===== config.mk =====
export PLATFORM = sky130hd
export DESIGN_NAME = fixed_period_pwm
export DESIGN_NICKNAME = d
export VERILOG_FILES = /design/src/rtl/pwm_fp_pkg.sv /design/src/rtl/pwm_step_div.sv /design/src/rtl/pwm_phase_ctr.sv /design/src/rtl/pwm_ctrl_regs.sv /design/src/rtl/pwm_out_stage.sv /design/src/rtl/fixed_period_pwm.sv
export SDC_FILE = /design/constraint.sdc
export NUM_CORES = 1
export LEC_CHECK = 0
export BUFFER_PORTS_ARGS = -buffer_cell sky130_fd_sc_hd__buf_2
export CORE_ASPECT_RATIO = 1.75
export CORE_UTILIZATION = 40
export CTS_CLUSTER_DIAMETER = 100
export DETAILED_ROUTE_END_ITERATION = 12
export HOLD_SLACK_MARGIN = 0.1
export SKIP_LAST_GASP = 1
export SYNTH_ARGS = -nofsm -noshare
export SYNTH_HDL_FRONTEND = slang
export SYNTH_SLANG_ARGS = --single-unit

===== constraint.sdc =====
create_clock -name clk -period 3.4 [get_ports clk]
set_clock_uncertainty 0.15 [all_clocks]
set_input_delay 0.34 -clock clk [delete_from_list [all_inputs] [get_ports clk]]
set_output_delay 0.34 -clock clk [all_outputs]
set_load 0.01 [all_outputs]

===== src/rtl/pwm_fp_pkg.sv =====
package pwm_fp_pkg;
  localparam int STEP_W = 8;
  localparam int STEPS  = 1 << STEP_W;
  typedef logic [STEP_W-1:0] step_t;
  typedef enum logic {SEL_DUTY = 1'b0, SEL_EN = 1'b1} wsel_e;
endpackage


===== src/rtl/pwm_step_div.sv =====
module pwm_step_div #(
  parameter int TICKS_PER_STEP = 4
) (
  input  logic clk,
  input  logic rst_n,
  output logic step_tick
);
  localparam int CW = (TICKS_PER_STEP > 1) ? $clog2(TICKS_PER_STEP) : 1;
  localparam logic [CW-1:0] LAST = CW'(TICKS_PER_STEP - 1);

  generate
    if (TICKS_PER_STEP == 1) begin : g_every
      assign step_tick = rst_n;
    end else begin : g_count
      logic [CW-1:0] div_q;
      always_ff @(posedge clk) begin
        if (!rst_n)            div_q <= '0;
        else if (div_q == LAST) div_q <= '0;
        else                   div_q <= div_q + 1'b1;
      end
      assign step_tick = (div_q == LAST);

      assert_div_range_R2: assert property (@(posedge clk) disable iff (!rst_n)
        div_q <= LAST);
      assert_div_restart_R2: assert property (@(posedge clk) disable iff (!rst_n)
        step_tick |=> (div_q == '0));
    end
  endgenerate
endmodule


===== src/rtl/pwm_phase_ctr.sv =====
module pwm_phase_ctr
  import pwm_fp_pkg::*;
(
  input  logic  clk,
  input  logic  rst_n,
  input  logic  step_tick,
  output step_t phase
);
  step_t phase_q;
  always_ff @(posedge clk) begin
    if (!rst_n)         phase_q <= '0;
    else if (step_tick) phase_q <= phase_q + 1'b1;
  end
  assign phase = phase_q;

  assert_phase_step_R2: assert property (@(posedge clk) disable iff (!rst_n)
    step_tick |=> (phase_q == step_t'($past(phase_q) + 1'b1)));
  assert_phase_hold_R3: assert property (@(posedge clk) disable iff (!rst_n)
    !step_tick |=> $stable(phase_q));
endmodule


===== src/rtl/pwm_ctrl_regs.sv =====
module pwm_ctrl_regs
  import pwm_fp_pkg::*;
(
  input  logic  clk,
  input  logic  rst_n,
  input  logic  wr_valid,
  input  logic  wr_sel,
  input  step_t wr_data,
  output step_t duty,
  output logic  enable
);
  step_t duty_q;
  logic  en_q;
  always_ff @(posedge clk) begin
    if (!rst_n) begin
      duty_q <= '0;
      en_q   <= 1'b0;
    end else if (wr_valid) begin
      if (wsel_e'(wr_sel) == SEL_DUTY) duty_q <= wr_data;
      else                             en_q   <= wr_data[0];
    end
  end
  assign duty   = duty_q;
  assign enable = en_q;

  assert_duty_load_R7: assert property (@(posedge clk) disable iff (!rst_n)
    (wr_valid && !wr_sel) |=> (duty_q == $past(wr_data)));
  assert_en_keep_R8: assert property (@(posedge clk) disable iff (!rst_n)
    (wr_valid && !wr_sel) |=> $stable(en_q));
endmodule


===== src/rtl/pwm_out_stage.sv =====
module pwm_out_stage
  import pwm_fp_pkg::*;
(
  input  step_t phase,
  input  step_t duty,
  input  logic  enable,
  output logic  pad_out,
  output logic  pad_oe
);
  logic cmp_hi;
  always_comb begin
    cmp_hi  = (phase <= duty);
    pad_out = cmp_hi & enable;
    pad_oe  = enable;
  end
endmodule


===== src/rtl/fixed_period_pwm.sv =====
module fixed_period_pwm
  import pwm_fp_pkg::*;
#(
  parameter int TICKS_PER_STEP = 4
) (
  input  logic       clk,
  input  logic       rst_n,
  input  logic       wr_valid,
  output logic       wr_ready,
  input  logic       wr_sel,
  input  logic [7:0] wr_data,
  output logic       pad_out,
  output logic       pad_oe,
  output logic [7:0] phase
);
  logic  step_tick;
  step_t phase_w, duty_w;
  logic  en_w;

  assign wr_ready = 1'b1;

  pwm_step_div #(.TICKS_PER_STEP(TICKS_PER_STEP)) u_div (
    .clk(clk), .rst_n(rst_n), .step_tick(step_tick));

  pwm_phase_ctr u_phase (
    .clk(clk), .rst_n(rst_n), .step_tick(step_tick), .phase(phase_w));

  pwm_ctrl_regs u_regs (
    .clk(clk), .rst_n(rst_n), .wr_valid(wr_valid), .wr_sel(wr_sel),
    .wr_data(wr_data), .duty(duty_w), .enable(en_w));

  pwm_out_stage u_out (
    .phase(phase_w), .duty(duty_w), .enable(en_w),
    .pad_out(pad_out), .pad_oe(pad_oe));

  assign phase = phase_w;

  assert_float_low_R6: assert property (@(posedge clk) disable iff (!rst_n)
    !pad_oe |-> !pad_out);
  assert_min_pulse_R9: assert property (@(posedge clk) disable iff (!rst_n)
    (en_w && phase_w == 8'd0) |-> pad_out);
  assert_full_on_R5: assert property (@(posedge clk) disable iff (!rst_n)
    (en_w && duty_w == 8'hFF) |-> pad_out);
  assert_ready_R8: assert property (@(posedge clk) disable iff (!rst_n)
    wr_ready);
endmodule


---- Yosys cells after proc, flatten, opt, wreduce, memory -nomap -nowiden ----
Index checks and enable logic that the tools add are counted.
storage, ports and cells
  register bits after elaboration ......... 19
  input bits .............................. 12
  word-level logic and storage cells ...... 14
operators by class
  bitwise logic cells ..................... 3
  magnitude comparators ................... 1
  equal/unequal tests ..................... 1
  add/sub/neg operators ................... 2
  reductions and logical operators ........ 3
operators by type and width
  kind                                         count
  adder 8 x 1 -> 8 bit, second input constant  1
  <= comparator 8 bit                          1
  AND reduction 2 bit                          2
  adder 2 x 1 -> 2 bit, second input constant  1
  equality test 2 bit, second input constant   1
  NOT 1 bit                                    2
  OR reduction 2 bit                           1
  bitwise AND 1 bit                            1

---- Depth between registers and ports, before layout ----
  depth in word-level cells ............... 2
  depth in mapped cells ................... 6

---- Modules after synthesis ----
A second synthesis with hierarchy kept.
second synthesis, totals
  cell total of the unflattened synthesis .. 114
  area, all modules ....................... 1042.2 sq um
by module, submodules not included
  module            cells each  area each (sq um)  times used
  pwm_ctrl_regs     40          385.4              1
  pwm_phase_ctr     37          359.1              1
  pwm_out_stage     30          212.7              1
  pwm_step_div      5           73.8               1
  fixed_period_pwm  2           11.3               1

---- Worst setup path before layout ----
No wires, ideal clock.
  path kind ............................... flip-flop to output port
  from .................................... reg u_phase.phase_q[1] (netlist: u_phase.phase[1])
  to ...................................... out pad_out
  stages on the path, launching flop included .. 6
  slack ................................... 1.546 ns
  path buffers ............................ 0
  arrival time ............................ 1.364 ns
  required time ........................... 2.910 ns
  path through ............................ dfxtp_1 -> ha_1 -> nor2b_1 -> o21bai_1 -> a21oi_1 -> o31ai_1
between the ends
  cells in the longest elaborated chain, start to end .. 2
RTL lines
  element                   RTL line                RTL
  start: declaration        pwm_phase_ctr.sv:9      step_t phase_q;
  start signal: assignment  pwm_phase_ctr.sv:12     else if (step_tick) phase_q <= phase_q + 1'b1;
  <= comparator 8 bit       pwm_out_stage.sv:12     cmp_hi = (phase <= duty);
  bitwise AND 1 bit         pwm_out_stage.sv:13     pad_out = cmp_hi & enable;
  end: declaration          fixed_period_pwm.sv:12  output logic pad_out,
No other way between the ends.

---- Final worst setup path ----
Same ends and word-level chain as after synthesis.

==> impl_metrics.prom <==
# TYPE chip_impl_metric gauge
chip_impl_metric{name="core_box_area",unit="um2"} 2302
chip_impl_info{name="commonest_cells_after_routing_fill_and_taps_aside",value="sky130_fd_sc_hd__buf_2, sky130_fd_sc_hd__dfxtp_1, sky130_fd_sc_hd__nor2b_1, sky130_fd_sc_hd__ha_1, sky130_fd_sc_hd__a21oi_1"} 1
chip_impl_metric{name="initial_utilization",unit=""} 0.4288
chip_impl_metric{name="fp.dieW",unit="um"} 39.56
chip_impl_metric{name="htree_levels",unit=""} 1
chip_impl_metric{name="routedWlPerCell",unit="um"} 11.96
chip_impl_metric{name="global_route.overflow_total",unit=""} 0
chip_impl_metric{name="critPathRequiredTime",unit="ns"} 2.91
chip_impl_metric{name="fin_tns_setup",unit="ns"} 0
chip_impl_info{name="dominantRegCellSynth",value="sky130_fd_sc_hd__dfxtp_1"} 1
chip_impl_metric{name="power_per_cell_area",unit="nW/um2"} 390.2
chip_impl_metric{name="ctsLongestPathBuffers",unit=""} 2
chip_impl_metric{name="total_die_area",unit="um2"} 2679
chip_impl_metric{name="pin_count_of_the_biggest_net_entering_global_routing",unit=""} 20
chip_impl_metric{name="worst_relative_slew_slack",unit=""} 0.3778
chip_impl_metric{name="post_synth_instance_area",unit="um2"} 987.2
chip_impl_metric{name="synth_async_sr_flop_share",unit=""} 0
chip_impl_metric{name="detail_route.iter0.violations",unit=""} 17
chip_impl_info{name="rsz0062_at_grt",value="no"} 1
chip_impl_metric{name="tritoncts.num_buffers",unit=""} 3
chip_impl_info{name="setup.worst_path.class",value="register to primary output"} 1
chip_impl_metric{name="drc_errors",unit=""} 0
chip_impl_metric{name="tightest_pin_transition",unit="ns"} 0.9314
chip_impl_info{name="result_of_the_run",value="finished clean"} 1
chip_impl_metric{name="fin_crit_sh",unit=""} 0.6538
chip_impl_metric{name="synthToLayoutAreaGrowth",unit="%"} 15.46
chip_impl_metric{name="switchingPower",unit="mW"} 0.1063
chip_impl_metric{name="seqPwrFrac",unit=""} 0.532
chip_impl_metric{name="post-place-ws",unit="ns"} 1.461
chip_impl_metric{name="timing.final.crit_period",unit="ns"} 2.223
chip_impl_metric{name="timing_hold_violations_final",unit=""} 0
chip_impl_metric{name="dieHeight",unit="um"} 67.72
chip_impl_metric{name="power.share.combinational",unit=""} 0.111
chip_impl_metric{name="drv_slew",unit=""} 0
chip_impl_info{name="crit_path_end_kind",value="primary output"} 1
chip_impl_metric{name="clk_pwr_share",unit=""} 0.358
chip_impl_metric{name="worst_ir_drop_on_vdd",unit="V"} 0.0002224
chip_impl_info{name="cts_tree",value="done"} 1
chip_impl_metric{name="route.final.wire_length",unit="um"} 1866
chip_impl_metric{name="drive_gt1_frac",unit=""} 0.1908
chip_impl_metric{name="finalNonFillerCells",unit=""} 156
chip_impl_metric{name="synth_nets",unit=""} 133
chip_impl_metric{name="insertion_delay",unit="ns"} 0.26
chip_impl_metric{name="row_count",unit=""} 23
chip_impl_info{name="holdCritPathClass",value="input port to register"} 1
chip_impl_metric{name="finalCoreUtilization",unit=""} 0.4951
chip_impl_metric{name="clock_sink_count",unit=""} 19
chip_impl_metric{name="seq_area",unit="um2"} 380.4
chip_impl_metric{name="cp_max_fo",unit=""} 5
chip_impl_metric{name="multiInputGateArea",unit="um2"} 548.0
chip_impl_metric{name="drt-vias-per-instance",unit=""} 5.058
chip_impl_metric{name="synth_edf_count",unit=""} 0
chip_impl_metric{name="grt_antenna_before_repair",unit=""} 0
chip_impl_metric{name="final_nets",unit=""} 154
chip_impl_metric{name="diodes",unit=""} 0
chip_impl_info{name="timing.critical_path.cells",value="ha_1, nor2b_1, o21bai_1, a21oi_1, o31ai_1, buf_2"} 1
chip_impl_metric{name="numPortBuffers",unit=""} 21
chip_impl_metric{name="hpwlAfterDp",unit="um"} 1388
chip_impl_metric{name="clk_pin_slew_worst_paths",unit="ns"} 0.07
chip_impl_metric{name="hold_buffers",unit=""} 0
chip_impl_metric{name="maxClockFrequency",unit="MHz"} 449.8
chip_impl_metric{name="post_synth.cell_area_avg",unit="um2"} 8.894
chip_impl_info{name="sort_of_element_at_the_start_of_the_critical_path",value="register"} 1
chip_impl_metric{name="finalWorstSetupSlack",unit="ns"} 1.177
chip_impl_metric{name="ys_seq_area_frac",unit=""} 0.3853
chip_impl_metric{name="detailedRoute.firstPassIterationCount",unit=""} 4
chip_impl_metric{name="yosysWarnings",unit=""} 0
chip_impl_metric{name="worstPathArrival",unit="ns"} 1.73
chip_impl_metric{name="gpl.final_weighted_congestion",unit=""} 0.7273
chip_impl_metric{name="num_io_pins",unit=""} 23
chip_impl_metric{name="postRouteAntennaNets",unit=""} 0
chip_impl_metric{name="setup_viol",unit=""} 0
chip_impl_metric{name="place.detailed.instances",unit=""} 152
chip_impl_metric{name="grt_pass1_wl",unit="um"} 2980
chip_impl_metric{name="yosys.cell_types.count",unit=""} 30
chip_impl_info{name="root_buffer",value="sky130_fd_sc_hd__clkbuf_8"} 1
chip_impl_info{name="cell_with_the_biggest_individual_delay_on_the_critical_path",value="sky130_fd_sc_hd__dfxtp_1"} 1
chip_impl_metric{name="global_route.usage.total",unit=""} 0.1614
chip_impl_metric{name="timing.max_cap.violations",unit=""} 0
chip_impl_metric{name="layout_fillers",unit=""} 234
chip_impl_metric{name="via_count",unit=""} 789
chip_impl_metric{name="power.share.switching",unit=""} 0.2390
chip_impl_metric{name="internal_power",unit="mW"} 0.3384
chip_impl_metric{name="static-leakage-power",unit="nW"} 0.5142
chip_impl_metric{name="setup_buffers_after_cts",unit=""} 0
chip_impl_metric{name="ys_ff_latch",unit=""} 19
chip_impl_info{name="final_common_cell",value="sky130_fd_sc_hd__buf_2"} 1
chip_impl_metric{name="synth_instances",unit=""} 111
chip_impl_metric{name="first_global_vias",unit=""} 711
chip_impl_metric{name="post_cts_resize_count",unit=""} 0
chip_impl_metric{name="crit_path_max_incr_delay",unit="ns"} 0.46
cells in the mapped netlist (all sizes together), types with 2 or more instances:
cell | number | area share
buf | 3 | 0.020
nor2b | 11 | 0.070
xnor2 | 4 | 0.035
dfxtp | 19 | 0.39
nand2 | 6 | 0.023
nand3 | 2 | 0.010
nor2 | 8 | 0.030
mux2i | 2 | 0.020
a21oi | 9 | 0.046
and2 | 5 | 0.032
or3 | 3 | 0.019
a21boi | 3 | 0.023
ha | 10 | 0.13
nand4 | 4 | 0.041
o21ai | 3 | 0.015
inv | 8 | 0.030
clkbuf | 2 | 0.0089
metrics by stage:
stage / hold slack (ns) / power (mW) / area (um2)
floorplan: 0.2533 / 0.2764 / 987.2
detailed placement: 0.2749 / 0.2916 / 1095
global route: 0.1817 / 0.4680 / 1140
global placement: 0.2603 / 0.2889 / 1095
CTS: 0.1760 / 0.4518 / 1140
finish: 0.1768 / 0.4447 / 1140
cells by family after synthesis:
group / share of synthesized area
flip-flops: 0.3853
other: 0.003799
AND/OR/NAND/NOR: 0.2535
buffers and inverters: 0.05955
AO/OA/AOI/OAI: 0.1065
adder cells (fa/ha/maj): 0.1267
XOR/XNOR: 0.04436
multiplexers: 0.02028
path summary, 6_finish.rpt:
path | startpoint | end | slack [ns] | cells after the start
max reg2reg | u_div.g_count.div_q[0] | u_phase.phase[7] | 1.78 | 4
min | wr_data[3] | u_regs.duty[3] | 0.18 | 3
max | u_phase.phase[1] | pad_out | 1.18 | 6
min reg2reg | u_div.g_count.div_q[0] | u_div.g_count.div_q[0] | 0.28 | 1
power by group through the flow:
| stage | registers (mW) | clock network, mW | logic, mW |
|---|---|---|---|
| floorplan | 0.241 | 0 | 0.0349 |
| global placement | 0.241 | 0 | 0.0478 |
| detailed placement | 0.242 | 0 | 0.0499 |
| CTS | 0.236 | 0.165 | 0.0503 |
| global route | 0.238 | 0.173 | 0.0569 |
| finish | 0.236 | 0.159 | 0.0492 |
flip-flops by register name, indices dropped and copies added (netlist names):
register,count
u_div.g_count.div_q,2
u_phase.phase,8
u_regs.duty,8
u_regs.enable,1
per-layer routing:
metal | track usage | up-vias | wire (um)
met5 | 0 | - | 0
met4 | 0.07759 | 0 | 40
met3 | 0.01974 | 5 | 63
met2 | 0.2910 | 22 | 984
met1 | 0.1731 | 352 | 777
li1 | - | 410 | -
critical path, delay by kind of cell, from the launching register on:
family	cells	cell delay, ns
flip-flops	1	0.46
AO/OA/AOI/OAI	3	0.42
adder cells (fa/ha/maj)	1	0.29
buffers and inverters	1	0.17
AND/OR/NAND/NOR	1	0.13
layout make-up:
cell class,instances,area share
Clock buffer,4,0.03952
Inverter,8,0.02634
Multi-Input combinational cell,79,0.4808
Sequential cell,19,0.3337
Tap cell,25,0.02744
Timing Repair Buffer,21,0.09221
No activity file was read; power rests on OpenSTA's default activity.
